[config.mk]
export PLATFORM = sky130hd
export DESIGN_NAME = spi_fifo_ctrl
export DESIGN_NICKNAME = d
export VERILOG_FILES = /design/src/rtl/spi_ctl_pkg.sv /design/src/rtl/spi_byte_fifo.sv /design/src/rtl/spi_half_tick.sv /design/src/rtl/spi_bit_engine.sv /design/src/rtl/spi_fifo_ctrl.sv
export SDC_FILE = /design/constraint.sdc
export NUM_CORES = 1
export LEC_CHECK = 0
export ABC_CLOCK_PERIOD_IN_PS = 2680
export BUFFER_PORTS_ARGS = -buffer_cell sky130_fd_sc_hd__buf_2
export CORE_UTILIZATION = 56
export CTS_BUF_LIST = sky130_fd_sc_hd__clkbuf_2
export DETAILED_ROUTE_END_ITERATION = 6
export GPL_TIMING_DRIVEN = 0
export MAX_ROUTING_LAYER = met4
export PLACE_DENSITY_LB_ADDON = 0.2
export SYNTH_ARGS = -nofsm -noshare
export SYNTH_HDL_FRONTEND = slang
export SYNTH_SLANG_ARGS = --single-unit
[constraint.sdc]
create_clock -name clk -period 2.68 [get_ports clk]
set_input_delay 0.536 -clock clk [delete_from_list [all_inputs] [get_ports clk]]
set_output_delay 0.536 -clock clk [all_outputs]
set_load 0.05 [all_outputs]
[src/rtl/spi_ctl_pkg.sv]
// Package: shared parameters and state encoding for the SPI controller.
// Assumes byte-wide data; all sizes below derive from these values.
package spi_ctl_pkg;
    localparam int DATA_W     = 8;
    localparam int FIFO_DEPTH = 4;
    localparam int DIV_W      = 8;
    localparam int EDGES      = 2 * DATA_W;
    localparam int ECNT_W     = $clog2(EDGES);

    typedef enum logic [1:0] {
        ENG_IDLE  = 2'd0,
        ENG_SHIFT = 2'd1,
        ENG_GAP   = 2'd2
    } eng_state_t;
endpackage

[src/rtl/spi_byte_fifo.sv]
// Module: spi_byte_fifo
// Synchronous first-word-fall-through queue. The head is always visible on
// rd_data when empty is low. Assumes the caller gates push with !full and
// pop with !empty; an ungated request is ignored.
module spi_byte_fifo #(
    parameter int WIDTH = 8,
    parameter int DEPTH = 4
) (
    input  logic             clk,
    input  logic             rst_n,
    input  logic             push,
    input  logic [WIDTH-1:0] wr_data,
    input  logic             pop,
    output logic [WIDTH-1:0] rd_data,
    output logic             full,
    output logic             empty
);
    localparam int AW = (DEPTH > 1) ? $clog2(DEPTH) : 1;
    localparam int CW = $clog2(DEPTH + 1);

    logic [WIDTH-1:0] mem [DEPTH];
    logic [AW-1:0]    wptr;
    logic [AW-1:0]    rptr;
    logic [CW-1:0]    count;
    logic             do_push;
    logic             do_pop;

    assign full    = (count == CW'(DEPTH));
    assign empty   = (count == '0);
    assign do_push = push && !full;
    assign do_pop  = pop && !empty;
    assign rd_data = mem[rptr];

    // Store an accepted byte at the write pointer.
    always_ff @(posedge clk) begin
        if (do_push) begin
            mem[wptr] <= wr_data;
        end
    end

    // Advance pointers and occupancy on accepted push and pop.
    always_ff @(posedge clk) begin
        if (!rst_n) begin
            wptr  <= '0;
            rptr  <= '0;
            count <= '0;
        end else begin
            if (do_push) begin
                wptr <= (wptr == AW'(DEPTH - 1)) ? '0 : wptr + AW'(1);
            end
            if (do_pop) begin
                rptr <= (rptr == AW'(DEPTH - 1)) ? '0 : rptr + AW'(1);
            end
            if (do_push && !do_pop) begin
                count <= count + CW'(1);
            end else if (do_pop && !do_push) begin
                count <= count - CW'(1);
            end
        end
    end
endmodule

[src/rtl/spi_half_tick.sv]
// Module: spi_half_tick
// Emits one tick every div+1 cycles while run is high. The count restarts
// from zero whenever run is low, so the first tick after run rises comes
// div+1 cycles later.
module spi_half_tick #(
    parameter int DIV_W = 8
) (
    input  logic             clk,
    input  logic             rst_n,
    input  logic             run,
    input  logic [DIV_W-1:0] div,
    output logic             tick
);
    logic [DIV_W-1:0] cnt;

    assign tick = run && (cnt == div);

    // Count system clocks within one half period of the serial clock.
    always_ff @(posedge clk) begin
        if (!rst_n) begin
            cnt <= '0;
        end else if (!run || tick) begin
            cnt <= '0;
        end else begin
            cnt <= cnt + DIV_W'(1);
        end
    end
endmodule

[src/rtl/spi_bit_engine.sv]
// Module: spi_bit_engine
// Serialises one byte at a time, MSB first, and captures one byte per byte
// sent. It loads the queue head as soon as the queue is non-empty and idle.
// In phase-1 mode it chains straight into the next byte if one is queued
// when the current byte completes. Otherwise it releases chip select for
// one half period before it can start again.
// Assumes the configuration inputs are held stable while active is high.
module spi_bit_engine
    import spi_ctl_pkg::*;
#(
    parameter int DW  = DATA_W,
    parameter int DVW = DIV_W
) (
    input  logic           clk,
    input  logic           rst_n,
    input  logic           cpol,
    input  logic           cpha,
    input  logic [DVW-1:0] div,
    input  logic           tx_empty,
    input  logic [DW-1:0]  tx_head,
    output logic           tx_pop,
    input  logic           miso_in,
    output logic           rx_push,
    output logic [DW-1:0]  rx_byte,
    output logic           sclk,
    output logic           mosi,
    output logic           cs_n,
    output logic           active
);
    localparam int NEDGE = 2 * DW;
    localparam int EW    = $clog2(NEDGE);

    eng_state_t    state;
    logic [EW-1:0] ecnt;
    logic          phase;
    logic [DW-1:0] tx_sr;
    logic [DW-1:0] rx_sr;
    logic          tick;
    logic          lead;
    logic          last;
    logic          do_shift;
    logic          do_sample;
    logic          chain;
    logic          start;

    spi_half_tick #(.DIV_W(DVW)) u_tick (
        .clk   (clk),
        .rst_n (rst_n),
        .run   (active),
        .div   (div),
        .tick  (tick)
    );

    assign active = (state != ENG_IDLE);
    assign cs_n   = (state != ENG_SHIFT);
    assign sclk   = cpol ^ phase;
    assign mosi   = tx_sr[DW-1];

    // Decode which action the current serial clock edge performs.
    always_comb begin
        lead      = !ecnt[0];
        last      = (ecnt == EW'(NEDGE - 1));
        do_shift  = cpha ? (lead && (ecnt != '0)) : (!lead && !last);
        do_sample = cpha ? !lead : lead;
        chain     = cpha && !tx_empty;
        start     = (state == ENG_IDLE) && !tx_empty;
        rx_push   = (state == ENG_SHIFT) && tick && last;
        rx_byte   = (do_sample) ? {rx_sr[DW-2:0], miso_in} : rx_sr;
        tx_pop    = start || (rx_push && chain);
    end

    // Sequence load, edge-by-edge shifting, chaining and chip-select release.
    always_ff @(posedge clk) begin
        if (!rst_n) begin
            state <= ENG_IDLE;
            ecnt  <= '0;
            phase <= 1'b0;
            tx_sr <= '0;
            rx_sr <= '0;
        end else begin
            case (state)
                ENG_IDLE: begin
                    if (start) begin
                        state <= ENG_SHIFT;
                        tx_sr <= tx_head;
                        ecnt  <= '0;
                        phase <= 1'b0;
                    end
                end
                ENG_SHIFT: begin
                    if (tick) begin
                        phase <= ~phase;
                        ecnt  <= ecnt + EW'(1);
                        if (do_shift) begin
                            tx_sr <= {tx_sr[DW-2:0], 1'b0};
                        end
                        if (do_sample) begin
                            rx_sr <= {rx_sr[DW-2:0], miso_in};
                        end
                        if (last) begin
                            if (chain) begin
                                tx_sr <= tx_head;
                                ecnt  <= '0;
                            end else begin
                                state <= ENG_GAP;
                            end
                        end
                    end
                end
                ENG_GAP: begin
                    if (tick) begin
                        state <= ENG_IDLE;
                    end
                end
                default: state <= ENG_IDLE;
            endcase
        end
    end
endmodule

[src/rtl/spi_fifo_ctrl.sv]
// Module: spi_fifo_ctrl (top)
// Byte-oriented SPI controller: a transmit queue feeding the bit engine, a
// receive queue with a sticky overflow flag, and an optional loopback from
// mosi to the receiver. Assumes cfg_* change only while busy is low.
module spi_fifo_ctrl
    import spi_ctl_pkg::*;
#(
    parameter int DW    = DATA_W,
    parameter int DEPTH = FIFO_DEPTH,
    parameter int DVW   = DIV_W
) (
    input  logic           clk,
    input  logic           rst_n,
    input  logic           cfg_cpol,
    input  logic           cfg_cpha,
    input  logic           cfg_loop,
    input  logic [DVW-1:0] cfg_div,
    input  logic           tx_wr,
    input  logic [DW-1:0]  tx_data,
    output logic           tx_full,
    input  logic           rx_rd,
    output logic [DW-1:0]  rx_data,
    output logic           rx_empty,
    output logic           rx_ovf,
    output logic           busy,
    output logic           sclk,
    output logic           mosi,
    output logic           cs_n,
    input  logic           miso
);
    logic          tx_empty;
    logic [DW-1:0] tx_head;
    logic          tx_pop;
    logic          rx_full;
    logic          eng_push;
    logic [DW-1:0] eng_byte;
    logic          eng_active;
    logic          miso_in;
    logic          ovf_hit;

    assign miso_in = cfg_loop ? mosi : miso;
    assign ovf_hit = eng_push && rx_full;
    assign busy    = eng_active || !tx_empty;

    spi_byte_fifo #(.WIDTH(DW), .DEPTH(DEPTH)) u_txq (
        .clk     (clk),
        .rst_n   (rst_n),
        .push    (tx_wr),
        .wr_data (tx_data),
        .pop     (tx_pop),
        .rd_data (tx_head),
        .full    (tx_full),
        .empty   (tx_empty)
    );

    spi_bit_engine #(.DW(DW), .DVW(DVW)) u_eng (
        .clk      (clk),
        .rst_n    (rst_n),
        .cpol     (cfg_cpol),
        .cpha     (cfg_cpha),
        .div      (cfg_div),
        .tx_empty (tx_empty),
        .tx_head  (tx_head),
        .tx_pop   (tx_pop),
        .miso_in  (miso_in),
        .rx_push  (eng_push),
        .rx_byte  (eng_byte),
        .sclk     (sclk),
        .mosi     (mosi),
        .cs_n     (cs_n),
        .active   (eng_active)
    );

    spi_byte_fifo #(.WIDTH(DW), .DEPTH(DEPTH)) u_rxq (
        .clk     (clk),
        .rst_n   (rst_n),
        .push    (eng_push),
        .wr_data (eng_byte),
        .pop     (rx_rd),
        .rd_data (rx_data),
        .full    (rx_full),
        .empty   (rx_empty)
    );

    // Hold the overflow flag from a dropped byte until the host reads.
    always_ff @(posedge clk) begin
        if (!rst_n) begin
            rx_ovf <= 1'b0;
        end else if (ovf_hit) begin
            rx_ovf <= 1'b1;
        end else if (rx_rd) begin
            rx_ovf <= 1'b0;
        end
    end
endmodule

==> results.cfg <==
[global_route]
track_usage_pct = 21.5
grt-busiest-layer = met2
grt_overflow = 0
use_met2_pct = 35.6
antenna_found_initial = 0
grt_pass1_wl_um = 14100
grt_max_degree = 17
grt_pass1_vias = 2984
use_met1_pct = 25.4
use_met3_pct = 5.45

[setup_path]
critical-path-top-delay-family = simple AND/OR/NAND/NOR gates
crit_buf_inv = 1
r2r_slack_ns = 0.13
crit_type = reg -> reg
critPathMaxStageDelay_ns = 0.38
crit_slowest_cell = dfxtp_2
arrival_ns = 3.14
start_kind = flop
timing.rr.end = u_rxq.count[2]$_SDFFE_PN0P_
reg2reg_from = u_eng.u_tick.cnt[5]$_SDFF_PP0_
crit_path_max_fanout = 8
path_cells = xnor2_1 -> and4_4 -> nand3_4 -> nor3_4 -> ha_2 -> inv_1 -> fa_1 -> xor2_1 -> or3_1 -> a21oi_1
reg2regPathDepth = 10
cp-end-kind = flop
worst_ep_required_time_ns = 3.27

[timing]
setup_ws_ns = 0.126
fin_crit_sh_pct = 95.3
setup_violations = 0
slew_viol_final = 0
skew_ns = 0.0309
worst_pin_slew_ns = 0.574
fmax_mhz = 391
min_period_ns = 2.55
rsz0062_at_grt = yes
relSlewSlack_pct = 61.8
hold_viol_final = 0

[pwr]
peakVddDrop_mv = 0.463
p_leak_uw = 0.00202
total_power_uw = 5020
p_per_area_nw_per_um2 = 881

[hold_path]
min_path_cells = 1
hold_end = u_txq.mem[2][4]$_DFFE_PP_
worstHoldPathType = in -> reg
hp-start = tx_data[4]

[logic_synthesis]
synth_cells = 367
ys_ff_latch = 114
synth_xor_area_share_pct = 4.03
synthesis.nets = 408
synth_cell_type_count = 52
synth.largest_area_cell = edfxtp_1
yosysWarningCount = 0
syn_avg_cell_area_um2 = 13.5
synth_compound_area_share_pct = 5.93
synth_top_family_by_area = multiplexers
synthAdderAreaFrac_pct = 4.61
yosysSeqAreaShare_pct = 59.2
synthesis.area_um2 = 4940
synth_simple_gate_area_share_pct = 11.7
muxShareOfSynthArea_pct = 12.2
yosysTopAreaCellShare_pct = 38.9
synthTopCellsByArea = edfxtp_1, dfxtp_1, mux4_2

[clock_tree]
htreeDepth = 4
cts_hold_buf = 0
cts_root_buffer = clkbuf_2
clkTransAtPathRegs_ns = 0.18
cts.sinks = 114
numCtsBuffers = 17
cts_tree = built
cts_buffer_depth = 2
insertion_delay_ns = 0.65

[routing]
wire_per_inst_um = 15.2
ant_nets = 0
drc = 0
first_pass_iters = 4
vias_per_cell = 5.44
num_vias = 2976
wl_um = 8340
drt_iter0_drc = 168

[floorplanning]
num_io_pins = 39
start_util_pct = 58.9
die_w_um = 95.9
die_h_um = 95.9
die_area_um2 = 9200
rows = 33
coreArea_um2 = 8380

[cells_and_area]
drive_above_1_share_pct = 32.8
fill_cells = 591
diodes = 0
syn2layout_area_growth_pct = 15.4
nets = 470
final_cells = 547

[place]
hpwl_um = 5860
place.gp.congestion = 0.838
numPortBuffers = 38
dp_slack_ns = -0.502
place_inst = 510

[job]
maxCapViolations = 0

[run_status]
status = finished clean
[layer usage]
metal,vias to the layer above,share of wire (%),wire [um]
met1,1423,45,3760
met2,54,51,4220
met3,10,3.1,255
li1,1489,-,-
met5,-,0,0
met4,0,1.2,103
[worst max-delay path by stage]
stage                              startpoint                          end  slack, ns  cells after the start
6_report       u_eng.u_tick.cnt[5]$_SDFF_PP0_  u_rxq.count[2]$_SDFFE_PN0P_       0.13                     10
5_1_grt        u_eng.u_tick.cnt[5]$_SDFF_PP0_  u_rxq.count[2]$_SDFFE_PN0P_      -0.04                     10
4_1_cts        u_eng.u_tick.cnt[4]$_SDFF_PP0_  u_rxq.count[2]$_SDFFE_PN0P_      0.009                     10
3_5_place_dp                       cfg_div[3]  u_rxq.count[2]$_SDFFE_PN0P_      -0.50                     11
3_3_place_gp                       cfg_div[7]  u_rxq.count[2]$_SDFFE_PN0P_      -0.45                     11
2_1_floorplan                      cfg_div[3]  u_rxq.count[2]$_SDFFE_PN0P_      -0.08                     10
[layout by cell type (no fill, tap or decap), types with 7 or more instances in the layout]
| cell type | n |
|---|---|
| a21oi_1 | 7 |
| and2_1 | 8 |
| buf_2 | 42 |
| buf_4 | 7 |
| clkbuf_2 | 18 |
| dfxtp_1 | 39 |
| dfxtp_2 | 9 |
| edfxtp_1 | 64 |
| ha_1 | 13 |
| inv_1 | 11 |
| mux2_2 | 8 |
| mux2i_1 | 15 |
| mux4_2 | 16 |
| nand2_1 | 10 |
| nor2_1 | 41 |
| nor3_1 | 10 |
| o21ai_0 | 8 |
| xnor2_1 | 8 |
| xor2_1 | 7 |
[per-stage QoR]
step | util [%] | TNS (ns) | area [um2] | hold slack [ns]
after CTS | 66.8 | 0 | 5600 | 0.0440
after detailed placement | 62.9 | -0.895 | 5270 | 0.474
after global placement | 62.9 | -0.747 | 5270 | 0.454
final | 68.0 | 0 | 5700 | 0.0872
after global routing | 68.0 | -0.0429 | 5700 | 0.0305
after floorplan | - | -0.0798 | 4950 | 0.440
[report_power, final]
part           leakage, uW  switching, uW  internal (uW)
combinational     0.000922            837            634
clock             0.000162            691            631
sequential        0.000937            174           2050
[cells in the mapped netlist (all sizes together)]
cell type	number
a21oi	7
mux2	8
mux2i	15
nand2	10
dfxtp	50
and4	3
and2	8
o31ai	1
o221a	1
fa	2
a32oi	1
nand3b	2
xnor2	13
o22ai	2
nand4	2
or3	6
ha	15
mux4	16
nor2	42
o21ai	10
o21a	2
buf	8
nor2b	2
nor3	14
a31oi	3
nand3	8
nand2b	5
o211ai	5
edfxtp	64
nor3b	4
inv	12
clkbuf	7
a2111oi	1
and3	5
xor2	8
o41ai	5
[logic make-up after synthesis]
kind of cell               count (synthesis)
AOI/OAI and AO/OA                         38
adders and majority gates                 17
DFF                                      114
buffers and inverters                     27
muxes                                     39
xor gates and xnor gates                  21
and+or+nand+nor                          111
[sequential cells by signal, indices dropped and copies added (netlist names), named ones only]
name              count
u_rxq.mem            32
u_txq.mem            32
u_eng.rx_sr           8
u_eng.tx_sr           8
u_eng.u_tick.cnt      8
u_eng.ecnt            4
u_rxq.count           3
u_txq.count           3
u_eng.state           2
u_rxq.rptr            2
u_rxq.wptr            2
u_txq.rptr            2
u_txq.wptr            2
rx_ovf                1
u_eng.phase           1
[final cells by class]
type	instances	area, um2	area share (%)
Buffer	14	68.8	1.21
Clock inverter	14	204	3.58
Timing Repair Buffer	44	235	4.13
Tap cell	105	131	2.30
Sequential cell	114	2940	51.6
Clock buffer	18	90.1	1.58
Inverter	12	45.0	0.790
Multi-Input combinational cell	226	1990	34.8
[timing repair]
item,in CTS,in global routing
pin swaps,1,2
resized for setup,8,19
setup endpoints to repair,10,3
buffers inserted,1,5
Power figures use the tool's default switching activity.
